===== src/rtl/frame_ring_pkg.sv =====
package frame_ring_pkg;
  typedef enum logic [3:0] {
    OP_IDLE    = 4'd0,
    OP_INIT    = 4'd1,
    OP_BULK_WR = 4'd2,
    OP_BULK_RD = 4'd3,
    OP_RESERVE = 4'd4,
    OP_COMMIT  = 4'd5,
    OP_PEEK    = 4'd6,
    OP_DISCARD = 4'd7,
    OP_FLUSH   = 4'd8
  } ring_op_e;

  localparam int unsigned MF_FRAMES = 16;
endpackage


===== src/rtl/ring_level_calc.sv =====
module ring_level_calc #(
  parameter int unsigned PW = 7
) (
  input  logic [PW-1:0] mask,
  input  logic [PW-1:0] rsv_ptr,
  input  logic [PW-1:0] cmt_ptr,
  input  logic [PW-1:0] ins_ptr,
  input  logic [PW-1:0] rel_ptr,
  output logic [PW-1:0] allocd,
  output logic [PW-1:0] valid,
  output logic [PW-1:0] unseen,
  output logic [PW-1:0] free
);
  always_comb begin
    allocd = (rsv_ptr - rel_ptr) & mask;
    valid  = (cmt_ptr - rel_ptr) & mask;
    unseen = (cmt_ptr - ins_ptr) & mask;
    free   = (rel_ptr - rsv_ptr - PW'(1)) & mask;
  end
endmodule


===== src/rtl/ring_grant_clamp.sv =====
module ring_grant_clamp #(
  parameter int unsigned W = 8
) (
  input  logic [W-1:0] want,
  input  logic [W-1:0] avail,
  input  logic [W-1:0] to_end,
  output logic [W-1:0] grant
);
  logic [W-1:0] lim;
  always_comb begin
    lim   = (avail < to_end) ? avail : to_end;
    grant = (want < lim) ? want : lim;
  end
endmodule


===== src/rtl/frame_ring_ptrs.sv =====
module frame_ring_ptrs
  import frame_ring_pkg::*;
#(
  parameter int unsigned MAX_LOG2 = 7,
  parameter int unsigned BASE_W   = 9,
  parameter int unsigned LOG_W    = $clog2(MAX_LOG2 + 1)
) (
  input  logic                clk,
  input  logic                rst_n,
  input  logic [3:0]          op_code,
  input  logic [MAX_LOG2:0]   req_frames,
  input  logic [BASE_W-1:0]   init_base,
  input  logic [LOG_W-1:0]    init_log2,
  output logic                grant_vld,
  output logic [BASE_W-1:0]   grant_ofs,
  output logic [MAX_LOG2:0]   grant_frames,
  output logic                refuse,
  output logic [MAX_LOG2-1:0] cnt_allocd,
  output logic [MAX_LOG2-1:0] cnt_valid,
  output logic [MAX_LOG2-1:0] cnt_unseen,
  output logic [MAX_LOG2-1:0] cnt_free
);
  localparam int unsigned PW = MAX_LOG2;
  localparam int unsigned GW = PW + 1;
  localparam logic [PW-1:0] MF_STEP  = PW'(MF_FRAMES);
  localparam logic [PW-1:0] MF_ALIGN = ~PW'(MF_FRAMES - 1);
  localparam logic [PW-1:0] RST_MASK = PW'((64'd1 << PW) - 64'd1);

  ring_op_e op;
  assign op = ring_op_e'(op_code);

  // state
  logic [BASE_W-1:0] base_q, base_d;
  logic [PW-1:0]     mask_q, mask_d;
  logic [PW-1:0]     rsv_q, rsv_d, cmt_q, cmt_d, ins_q, ins_d, rel_q, rel_d;
  logic              gv_q, gv_d, rf_q, rf_d;
  logic [BASE_W-1:0] go_q, go_d;
  logic [GW-1:0]     gf_q, gf_d;
  logic              state_en;

  // occupancy
  logic [PW-1:0] allocd, valid, unseen, free;
  ring_level_calc #(.PW(PW)) u_level (
    .mask(mask_q), .rsv_ptr(rsv_q), .cmt_ptr(cmt_q), .ins_ptr(ins_q), .rel_ptr(rel_q),
    .allocd(allocd), .valid(valid), .unseen(unseen), .free(free)
  );

  // bulk clamps, one per side
  logic [GW-1:0] wr_end, rd_end, wr_grant, rd_grant;
  assign wr_end = {1'b0, mask_q} - {1'b0, cmt_q} + GW'(1);
  assign rd_end = {1'b0, mask_q} - {1'b0, ins_q} + GW'(1);

  ring_grant_clamp #(.W(GW)) u_wr_clamp (
    .want(req_frames), .avail({1'b0, free}), .to_end(wr_end), .grant(wr_grant)
  );
  ring_grant_clamp #(.W(GW)) u_rd_clamp (
    .want(req_frames), .avail({1'b0, unseen}), .to_end(rd_end), .grant(rd_grant)
  );

  logic mf_room, mf_ready;
  assign mf_room  = {1'b0, free}   >= GW'(MF_FRAMES);
  assign mf_ready = {1'b0, unseen} >= GW'(MF_FRAMES);

  logic [LOG_W-1:0] len_eff;
  assign len_eff = (32'(init_log2) > PW) ? LOG_W'(PW) : init_log2;

  // next state
  always_comb begin
    base_d = base_q;
    mask_d = mask_q;
    rsv_d  = rsv_q;
    cmt_d  = cmt_q;
    ins_d  = ins_q;
    rel_d  = rel_q;
    gv_d   = 1'b0;
    rf_d   = 1'b0;
    go_d   = '0;
    gf_d   = '0;
    unique case (op)
      OP_INIT: begin
        base_d = init_base;
        mask_d = PW'((32'd1 << len_eff) - 32'd1);
        rsv_d  = '0;
        cmt_d  = '0;
        ins_d  = '0;
        rel_d  = '0;
      end
      OP_BULK_WR: begin
        gv_d  = 1'b1;
        gf_d  = wr_grant;
        go_d  = base_q + BASE_W'(cmt_q);
        cmt_d = (cmt_q + PW'(wr_grant)) & mask_q;
        rsv_d = (cmt_q + PW'(wr_grant)) & mask_q;
      end
      OP_BULK_RD: begin
        gv_d  = 1'b1;
        gf_d  = rd_grant;
        go_d  = base_q + BASE_W'(ins_q);
        ins_d = (ins_q + PW'(rd_grant)) & mask_q;
        rel_d = (ins_q + PW'(rd_grant)) & mask_q;
      end
      OP_RESERVE: begin
        if (mf_room) begin
          gv_d  = 1'b1;
          gf_d  = GW'(MF_FRAMES);
          go_d  = base_q + BASE_W'(rsv_q);
          rsv_d = (rsv_q + MF_STEP) & mask_q;
        end else begin
          rf_d = 1'b1;
        end
      end
      OP_COMMIT:  cmt_d = (cmt_q + MF_STEP) & mask_q;
      OP_PEEK: begin
        if (mf_ready) begin
          gv_d  = 1'b1;
          gf_d  = GW'(MF_FRAMES);
          go_d  = base_q + BASE_W'(ins_q);
          ins_d = (ins_q + MF_STEP) & mask_q;
        end else begin
          rf_d = 1'b1;
        end
      end
      OP_DISCARD: rel_d = (rel_q + MF_STEP) & mask_q;
      OP_FLUSH: begin
        ins_d = cmt_q & MF_ALIGN;
        rel_d = cmt_q & MF_ALIGN;
      end
      default: ;
    endcase
  end

  assign state_en = (op != OP_IDLE);

  // registers
  always_ff @(posedge clk or negedge rst_n) begin
    if (!rst_n) begin
      base_q <= '0;
      mask_q <= RST_MASK;
      rsv_q  <= '0;
      cmt_q  <= '0;
      ins_q  <= '0;
      rel_q  <= '0;
    end else if (state_en) begin
      base_q <= base_d;
      mask_q <= mask_d;
      rsv_q  <= rsv_d;
      cmt_q  <= cmt_d;
      ins_q  <= ins_d;
      rel_q  <= rel_d;
    end
  end

  always_ff @(posedge clk or negedge rst_n) begin
    if (!rst_n) begin
      gv_q <= 1'b0;
      rf_q <= 1'b0;
      go_q <= '0;
      gf_q <= '0;
    end else begin
      gv_q <= gv_d;
      rf_q <= rf_d;
      go_q <= go_d;
      gf_q <= gf_d;
    end
  end

  assign grant_vld    = gv_q;
  assign grant_ofs    = go_q;
  assign grant_frames = gf_q;
  assign refuse       = rf_q;
  assign cnt_allocd   = allocd;
  assign cnt_valid    = valid;
  assign cnt_unseen   = unseen;
  assign cnt_free     = free;
endmodule


===== config.mk =====
export PLATFORM = sky130hd
export DESIGN_NAME = frame_ring_ptrs
export DESIGN_NICKNAME = d
export VERILOG_FILES = /design/src/rtl/frame_ring_pkg.sv /design/src/rtl/ring_level_calc.sv /design/src/rtl/ring_grant_clamp.sv /design/src/rtl/frame_ring_ptrs.sv
export SDC_FILE = /design/constraint.sdc
export NUM_CORES = 1
export LEC_CHECK = 0
export BUFFER_PORTS_ARGS = -buffer_cell sky130_fd_sc_hd__buf_4
export CAP_MARGIN = 20
export CORE_UTILIZATION = 50
export DETAILED_ROUTE_END_ITERATION = 7
export PLACE_DENSITY = 0.7
export SLEW_MARGIN = 0
export SYNTH_ARGS = -nofsm -noshare
export SYNTH_HDL_FRONTEND = slang
export SYNTH_HIERARCHICAL = 1
export SYNTH_SLANG_ARGS = --single-unit

===== constraint.sdc =====
create_clock -name clk -period 6.7 [get_ports clk]
set_input_delay 0.335 -clock clk [delete_from_list [all_inputs] [get_ports clk]]
set_output_delay 0.335 -clock clk [all_outputs]
set_load 0.02 [all_outputs]

Word-level counts from Yosys, hierarchy flattened
Index checks and enable logic that the tools add are counted.
{"block": "word_totals", "regBits": 63, "input_bits": 26, "out_inout_bits": 47, "word_cells": 89}
{"block": "op_classes", "addsub": 19, "n_lt_le_gt_ge": 6, "eq_ne": 10, "shift": 1, "n_mux": 22, "bitwise_logic": 10, "n_reduce_logical": 11}
{"op": "$and 7x7->7", "n": 10}
{"op": "$pmux 7 s4", "n": 2}
{"op": "$pmux 7 s3", "n": 2}
{"op": "$pmux 9 s4", "n": 1}
{"op": "$mux 8", "n": 4}
{"op": "$pmux 8 s4", "n": 1}
{"op": "$add 7x5->7 const B", "n": 4}
{"op": "$sub 7x7->7", "n": 4}
{"op": "$add 9x7->9", "n": 3}
{"op": "$mux 9", "n": 2}
{"op": "$add 8x1->8 const B", "n": 2}
{"op": "$eq 4x3->1 const B", "n": 4}
{"op": "$lt 7x8->1", "n": 2}
{"op": "$lt 8x8->1", "n": 2}
{"op": "$sub 7x7->8", "n": 2}
{"op": "$add 7x7->7", "n": 2}
{"op": "$ge 7x5->1 const B", "n": 2}
{"op": "$mux 7", "n": 2}
{"op": "$sub 7x1->7 const B", "n": 2}
{"op": "$reduce_bool 4->1", "n": 3}
{"op": "$mux 5", "n": 2}
{"op": "$eq 4x2->1 const B", "n": 2}
{"op": "$shl 1x3->7 const A", "n": 1}
{"op": "$reduce_and 2->1", "n": 3}
{"op": "9 further kinds", "n": 15}

Longest topological paths before layout
Gate-level depths: netlist of run 1.
{"block": "logic_depth", "word_depth": 10, "mapped_depth": 35, "ltp_nobuf": 34}

Modules after synthesis
The synthesis of run 1 kept the hierarchy.
{"module": "frame_ring_ptrs", "n_inst": 1, "cells_per_inst": 517, "area_each_um2": 5033.6, "seq_area_each_um2": 1585.3}
{"module": "ring_level_calc", "n_inst": 1, "cells_per_inst": 172, "area_each_um2": 1232.4, "seq_area_each_um2": 0.0}
{"module": "ring_grant_clamp", "n_inst": 2, "cells_per_inst": 72, "area_each_um2": 584.3, "seq_area_each_um2": 0.0}

Least setup slack after synthesis of run 1
Ideal clock, no wire load.
{"block": "synth_path", "kind": "reg2reg", "from": "reg cmt_q[0]", "to": "reg ins_q[6]", "setup_ns": 0.118, "arrival_time_ns": 6.053, "required_ns": 6.582, "setup_slack_ns": 0.529, "stages_incl_launch_ff": 29, "path_buffers": 2, "period_less_slack_ns": 6.171, "path_cell_list": "dfrtp_1 -> inv_1 -> ha_1 -> inv_1 -> fa_1 -> a21o_1 -> a31oi_1 -> o311ai_0 -> ha_1 -> o21a_1 -> a21oi_2 -> o31ai_2 -> buf_6 -> mux2i_1 -> ha_1 -> a21oi_1 -> o21ai_0 -> nand2b_1 -> o311a_1 -> buf_6 -> mux2i_1 -> inv_1 -> fa_1 -> nor2b_1 -> o31ai_1 -> a21oi_1 -> mux2i_1 -> a31oi_1 -> a21o_1"}
{"block": "synth_via", "elab_chain_cells": 9, "word_cells_on_any_way": 12}
{"item": "start, declared", "line": "frame_ring_ptrs.sv:35", "text": "logic [PW-1:0] rsv_q, rsv_d, cmt_q, cmt_d, ins_q, ins_d, rel_q, rel_d;"}
{"item": "start signal, assigned", "line": "frame_ring_ptrs.sv:147", "text": "cmt_q <= cmt_d;"}
{"item": "$sub 7x7->7 *", "line": "ring_level_calc.sv:17", "text": "unseen = (cmt_ptr - ins_ptr) & mask;"}
{"item": "$and 7x7->7 *", "line": "ring_level_calc.sv:17"}
{"item": "net cnt_unseen[6]", "line": "frame_ring_ptrs.sv:20", "text": "output logic [MAX_LOG2-1:0] cnt_unseen,"}
{"item": "$lt 7x8->1", "line": "ring_grant_clamp.sv:11", "text": "lim = (avail < to_end) ? avail : to_end;"}
{"item": "$mux 8 *", "line": "ring_grant_clamp.sv:11"}
{"item": "$lt 8x8->1", "line": "ring_grant_clamp.sv:12", "text": "grant = (want < lim) ? want : lim;"}
{"item": "$mux 8 *", "line": "ring_grant_clamp.sv:12"}
{"item": "net rd_grant[1]", "line": "frame_ring_ptrs.sv:49", "text": "logic [GW-1:0] wr_end, rd_end, wr_grant, rd_grant;"}
{"item": "$add 7x7->7 *", "line": "frame_ring_ptrs.sv:99", "text": "ins_d = (ins_q + PW'(rd_grant)) & mask_q;"}
{"item": "$and 7x7->7 *", "line": "frame_ring_ptrs.sv:99"}
{"item": "$pmux 7 s4 *", "line": "frame_ring_ptrs.sv:79", "text": "unique case (op)"}
{"item": "end signal, assigned", "line": "frame_ring_ptrs.sv:148", "text": "ins_q <= ins_d;"}
{"item": "end, declared", "line": "frame_ring_ptrs.sv:35"}
The timed path passes the listed nets; every way through them passes the cells marked *.
A chain may end at the register's enable or synchronous reset.

Worst setup path in the final report of run 1
{"block": "layout_path", "from": "reg mask_q[1]", "to": "reg ins_q[5]"}
{"block": "layout_via", "elab_chain_cells": 9, "word_cells_on_any_way": 13}
{"item": "start, declared", "line": "frame_ring_ptrs.sv:34", "text": "logic [PW-1:0] mask_q, mask_d;"}
{"item": "start signal, assigned", "line": "frame_ring_ptrs.sv:145", "text": "mask_q <= mask_d;"}
{"item": "$sub 7x7->8 *", "line": "frame_ring_ptrs.sv:51", "text": "assign rd_end = {1'b0, mask_q} - {1'b0, ins_q} + GW'(1);"}
{"item": "$add 8x1->8 *", "line": "frame_ring_ptrs.sv:51"}
{"item": "net rd_end[7]", "line": "frame_ring_ptrs.sv:49"}
{"item": "$lt 7x8->1", "line": "ring_grant_clamp.sv:11"}
{"item": "$mux 8 *", "line": "ring_grant_clamp.sv:11"}
{"item": "$lt 8x8->1", "line": "ring_grant_clamp.sv:12"}
{"item": "$mux 8 *", "line": "ring_grant_clamp.sv:12"}
{"item": "net rd_grant[1]", "line": "frame_ring_ptrs.sv:49"}
{"item": "$add 7x7->7 *", "line": "frame_ring_ptrs.sv:99"}
{"item": "$and 7x7->7 *", "line": "frame_ring_ptrs.sv:99"}
{"item": "$pmux 7 s4 *", "line": "frame_ring_ptrs.sv:79"}
Marks and branches as above.

==> impl_metrics.ini, run 1 <==
[status]
outcome = finished, final reports clean

[yosys]
synth_edf_count = 0
synthFlopType = dfrtp_1
syn_avg_cell_area_um2 = 8.925
synth_area_leader_cell = ha_1
synth_seq_cells = 63
synth_area_um2 = 7435
yosys_warnings = 6
yosysTopAreaCellShare_pct = 20.70
synthArstFlopShare_pct = 100.0
synth_area_leaders = ha_1 (21%), dfrtp_1 (19%), inv_1 (4.9%)
ys_seq_area_share_pct = 21.32
synthCells = 833
synth_cell_types = 83

[setup_path]
cp_slowest_cell = dfstp_2
required_ns = 6.98
start_kind = flip-flop
worstPathArrival_ns = 6.81
reg2reg_depth = 32
path_max_fanout = 11
worst_path_largest_cell_delay_ns = 0.52
endpoint_kind = flip-flop
crit_type = flip-flop to flip-flop
crit_top_cell = ha_1

[clock_tree]
clk_pin_slew_ns = 0.06
clk_latency_ns = 0.34
cts_buffer_depth = 2
clkSinkCount = 63
cts_tree = done
htree_levels = 3
cts_buffers = 9
cts_root_buffer = clkbuf_16

[placement]
io_buffers = 72
hpwl_um = 17280
post_dp_cell_area_um2 = 8269
place.gp.congestion = 0.9012

[detailed_routing]
drtAntennaViolNets = 0
dr.pass1.iters = 5
drt_iter0_markers = 478
drc = 0
vias_per_cell = 5.994
avgRoutedWirePerCell_um = 19.43
vias = 6719
drt_wl_total_um = 21780

[global_route]
grt_pass1_wl_um = 33360
grt_start_max_net_pins = 64
grt_pass1_vias = 6257
grt-ovfl-total = 0
antenna_found_initial = 0
grt_usage_pct = 29.21

[sta]
fin_crit_sh_pct = 97.44
hold_viol = 0
worstMarginPinSlew_ns = 1.091
finalSetupTns_ns = 0
setup_viol = 0
whs_ns = 0.08476
fmax_mhz = 153.2
layout_min_cycle_time_ns = 6.528
finClkSkew_ns = 0.009347
max-slew-margin-rel_pct = 26.25
drv_slew = 0

[cells_and_area]
final_layout_size_suffix_gt1_share_pct = 19.53
layout_commonest_cell = ha_1
utilization_pct = 60.42
design_area_um2 = 8781
area_growth_pct = 18.11
fill_cells = 1266
nets = 1092
n_antenna_cell = 0
most-common-layout-cells = ha_1 (122), buf_4 (103), inv_1 (97), dfrtp_1 (56), a21oi_1 (46)

[floorplan]
initial_core_util_pct = 51.15
die-area_um2 = 15360
row_count = 44
die_w_um = 123.9
die_height_um = 123.9
core_area_um2 = 14530
io_pins = 73

[run]
drv_cap = 0

[worst_hold_path]
hp-class = input port to async pin
## cell type report
type | count | area, um^2 | share of cell area, %
clock buffer | 11 | 242.7 | 2.764
clock inverter | 5 | 81.33 | 0.9262
inverter | 98 | 367.9 | 4.189
multi-input combinational | 657 | 5500 | 62.64
sequential | 63 | 1585 | 18.05
tap | 184 | 230.2 | 2.622
timing repair buffer | 103 | 773.2 | 8.806
## metal layers
layer  GRT usage (%)  up-vias  share of wire (%)
li1                -     3206                  -
met1           40.30     3216                 46
met2           46.01      255                 46
met3           5.037       42                6.5
met4           10.04        0                2.2
met5               0        -                  0
## worst max-delay path, delay by kind of cell (launching register included)
| family | cells | cell delay, ns |
|---|---|---|
| xor gates and xnor gates | 1 | 0.24 |
| and+or+nand+nor | 6 | 1.21 |
| DFF | 1 | 0.52 |
| buffers and inverters | 6 | 0.66 |
| adders and majority gates | 6 | 1.70 |
| muxes | 2 | 0.35 |
| AOI/OAI and AO/OA | 11 | 1.78 |
## repair_timing
item / 4_1_cts / 5_1_grt
hold buffers: 0 / 0
endpoints found under the hold margin: 0 / 0
resized for setup: 0 / 29
setup endpoints to repair: 0 / 14
setup buffers: 0 / 7
## Yosys cell counts, drive strengths merged, types with 13 or more instances
cell	number
ha	123
dfrtp	56
xnor2	28
a21o	23
mux2i	34
nor3	16
o21a	13
nand2b	20
and2	17
o21ai	37
nor2b	19
nand2	43
nor2	36
a211oi	15
nand3	22
inv	98
a21oi	50
## stage by stage
| stage | cells | setup WS (ns) |
|---|---|---|
| 2_1_floorplan | 836 | 0.5290 |
| 3_3_place_gp | 1098 | 0.1523 |
| 3_5_place_dp | 1098 | 0.1834 |
| 4_1_cts | 1114 | 0.1416 |
| 5_1_grt | 1121 | -0.09045 |
| 6_report | 1121 | 0.1717 |
## worst paths after layout
| path | start | end | slack, ns |
|---|---|---|---|
| setup / recovery | mask_q[1] | ins_q[5] | 0.17 |
| hold reg to reg | rsv_q[0] | rsv_q[0] | 0.56 |
| setup reg to reg | mask_q[1] | ins_q[5] | 0.17 |
| hold / removal | rst_n | refuse | 0.08 |
| max in group asynchronous | rst_n | grant_frames[2] | 6.06 |
| min in group clk | init_base[8] | base_q[8] | 0.20 |
## flip-flops by register name, indices dropped and copies added (netlist names)
register and flops:
grant_frames 8, grant_vld 1, ins_q 7, base_q 9
grant_ofs 9, cmt_q 7, rel_q 7, rsv_q 7
mask_q 7, refuse 1
## cell families after synthesis
family          count (synthesis)  share of synthesized area [%]
fa+ha+maj                     134                          23.66
mux                            42                          5.789
xor+xnor                       40                          4.712
buf+inv                       116                          6.664
simple gates                  212                          15.82
flops                          63                          21.32
other cells                     1                        0.05044
compound gates                225                          21.98
Power of run 1 is left out: the tool's default activity adds up to more than one toggle a clock period on the data nets, which glitch-free logic cannot reach.
==> run 2, diff against run 1 <==
--- a/config.mk
+++ b/config.mk
@@ -9,7 +9,7 @@
 export CAP_MARGIN = 20
 export CORE_UTILIZATION = 50
 export DETAILED_ROUTE_END_ITERATION = 7
-export PLACE_DENSITY = 0.7
+export PLACE_DENSITY = 0.73
 export SLEW_MARGIN = 0
 export SYNTH_ARGS = -nofsm -noshare
 export SYNTH_HDL_FRONTEND = slang
==> constraint.sdc (replaced) <==
create_clock -name clk -period 5.64 [get_ports clk]
set_input_delay 0.282 -clock clk [delete_from_list [all_inputs] [get_ports clk]]
set_output_delay 0.282 -clock clk [all_outputs]
set_load 0.02 [all_outputs]
==> run 2 against run 1 <==
Compared with the run above: the run now ends with negative setup slack left; die area is the same; register-to-register slack got worse by 1.1 ns; wire length up 46%; sequential share of layout area fell by 3.3 points; via count rose by 25%; clock skew is 0.00087 ns lower; utilization is 14 points higher; setup slack got worse by 1.1 ns; cell area rose by 22%; non-clock buffer count increased by 149; cell count up 13%.
==> impl_metrics.ini, run 2 (synthesis gave the netlist of run 1 again) <==
[clock_tree]
cts_buffer_depth = 2
clkSinkCount = 63
clk_pin_slew_ns = 0.06
cts_tree = done
cts_buffers = 9
clk_latency_ns = 0.35
postCtsHoldBufs = 0
htree_levels = 3
cts_root_buffer = clkbuf_16

[cells_and_area]
n_antenna_cell = 0
fill_cells = 903
nets = 1241
final_layout_size_suffix_gt1_share_pct = 38.86
area_growth_pct = 44.62
layout_commonest_cell = buf_4
most-common-layout-cells = buf_4 (228), ha_1 (98), inv_1 (88), dfrtp_1 (56), nand2_1 (43)
layout.cells.non_filler = 1270

[global_route]
use_met3_pct = 7.875
grt_usage_pct = 35.66
grt_pass1_wl_um = 40690
gr-usage-met1_pct = 45.25
grt_start_max_net_pins = 64
grt-ovfl-total = 0
grt-busiest-layer = met2
antenna_found_initial = 0
grt_use_met2_pct = 56.46
grt_pass1_vias = 7553

[floorplan]
die_w_um = 123.9
die_height_um = 123.9
row_count = 44
die-area_um2 = 15360
initial_core_util_pct = 51.15
core_area_um2 = 14530
io_pins = 73

[setup_path]
worstPathArrival_ns = 6.83
critPathTopFamily = compound AO/OA/AOI/OAI gates
r2r_slack_ns = -0.97
start_kind = flip-flop
cp_slowest_cell = dfstp_2
crit_type = flip-flop to flip-flop
endpoint_kind = flip-flop
crit_buf_inv = 7
required_ns = 5.86
worst_path_largest_cell_delay_ns = 0.56
path_max_fanout = 5

[sta]
rsz0062_at_grt = true
hold_viol = 0
worstMarginPinSlew_ns = 0.8473
setup_viol = 27
drv_slew = 0
fin_crit_sh_pct = 117.2
whs_ns = 0.05469
fmax_mhz = 151.2
fin_ws_ns = -0.9725
max-slew-margin-rel_pct = 41.90
layout_min_cycle_time_ns = 6.612
finClkSkew_ns = 0.008481

[detailed_routing]
vias_per_cell = 6.598
dr.pass1.iters = 6
drt_iter0_markers = 1045
drt_wl_total_um = 31810
vias = 8380
drc = 0
avgRoutedWirePerCell_um = 25.05
drtAntennaViolNets = 0

[placement]
place.gp.congestion = 0.9402
placedCellCount = 1211
hpwl_um = 18590
io_buffers = 72
place_ws_ns = -0.6430

[status]
outcome = complete, but fails checks
violations = negative setup slack

[run]
drv_cap = 0

[worst_hold_path]
hp-class = input port to async pin
==> run 2: cell types whose count changed in the layout (fill, tap and decap cells not counted), sizes merged <==
| cell | previous run | this run |
|---|---|---|
| buf | 103 | 252 |
| clkinv | 2 | 3 |
| inv | 98 | 99 |
| clkbuf | 11 | 9 |
==> run 2: worst paths after layout <==
kind                         startpoint               to  cells past startpoint
max reg2reg                   mask_q[1]         cmt_q[6]                     34
min                               rst_n        base_q[6]                      1
min reg2reg                    rsv_q[3]         rsv_q[3]                      2
max                           mask_q[1]         cmt_q[6]                     34
min in group clk           init_base[1]        base_q[1]                      3
max in group asynchronous         rst_n  grant_frames[5]                      1
==> run 2: area by class of cell <==
type	count	area, um^2	share of cell area (%)
Multi-Input combinational cell	657	6241	58.05
Clock buffer	9	225.2	2.095
Sequential cell	63	1585	14.74
Timing Repair Buffer	252	1999	18.60
Tap cell	184	230.2	2.141
Inverter	98	375.4	3.491
Clock inverter	7	95.09	0.8844
==> run 2: what timing repair did <==
item                       4_1_cts  5_1_grt
setup endpoints to repair       24       28
setup buffers                   35       22
resized for setup               90       73
pin swaps                       59       64
==> run 2: per-layer routing <==
metal  share of wire (%)  vias up  wire [um]
met4                 8.0        2       2535
met5                0.13        -         42
li1                    -     3508          -
met3                  12      250       3717
met1                  37     3908      11690
met2                  43      712      13820
==> run 2: worst reg2reg max path, delay by kind of cell (launching register included) <==
kind | cells | cell delay [ns]
adder cells (fa/ha/maj) | 6 | 1.44
AO/OA/AOI/OAI | 15 | 2.67
buffers and inverters | 7 | 0.69
flip-flops | 1 | 0.56
AND/OR/NAND/NOR | 3 | 0.28
XOR/XNOR | 1 | 0.20
multiplexers | 2 | 0.64
==> run 2: through the flow <==
step | TNS [ns] | utilization [%] | area (um^2)
after CTS | -4.387 | 70.74 | 10280
after floorplan | -1.245 | - | 7491
after detailed placement | -8.365 | 63.04 | 9163
after global placement | -6.608 | 63.04 | 9163
after global routing | -15.45 | 73.98 | 10750
final | -12.33 | 73.98 | 10750
Power of run 2 is left out for the same reason.
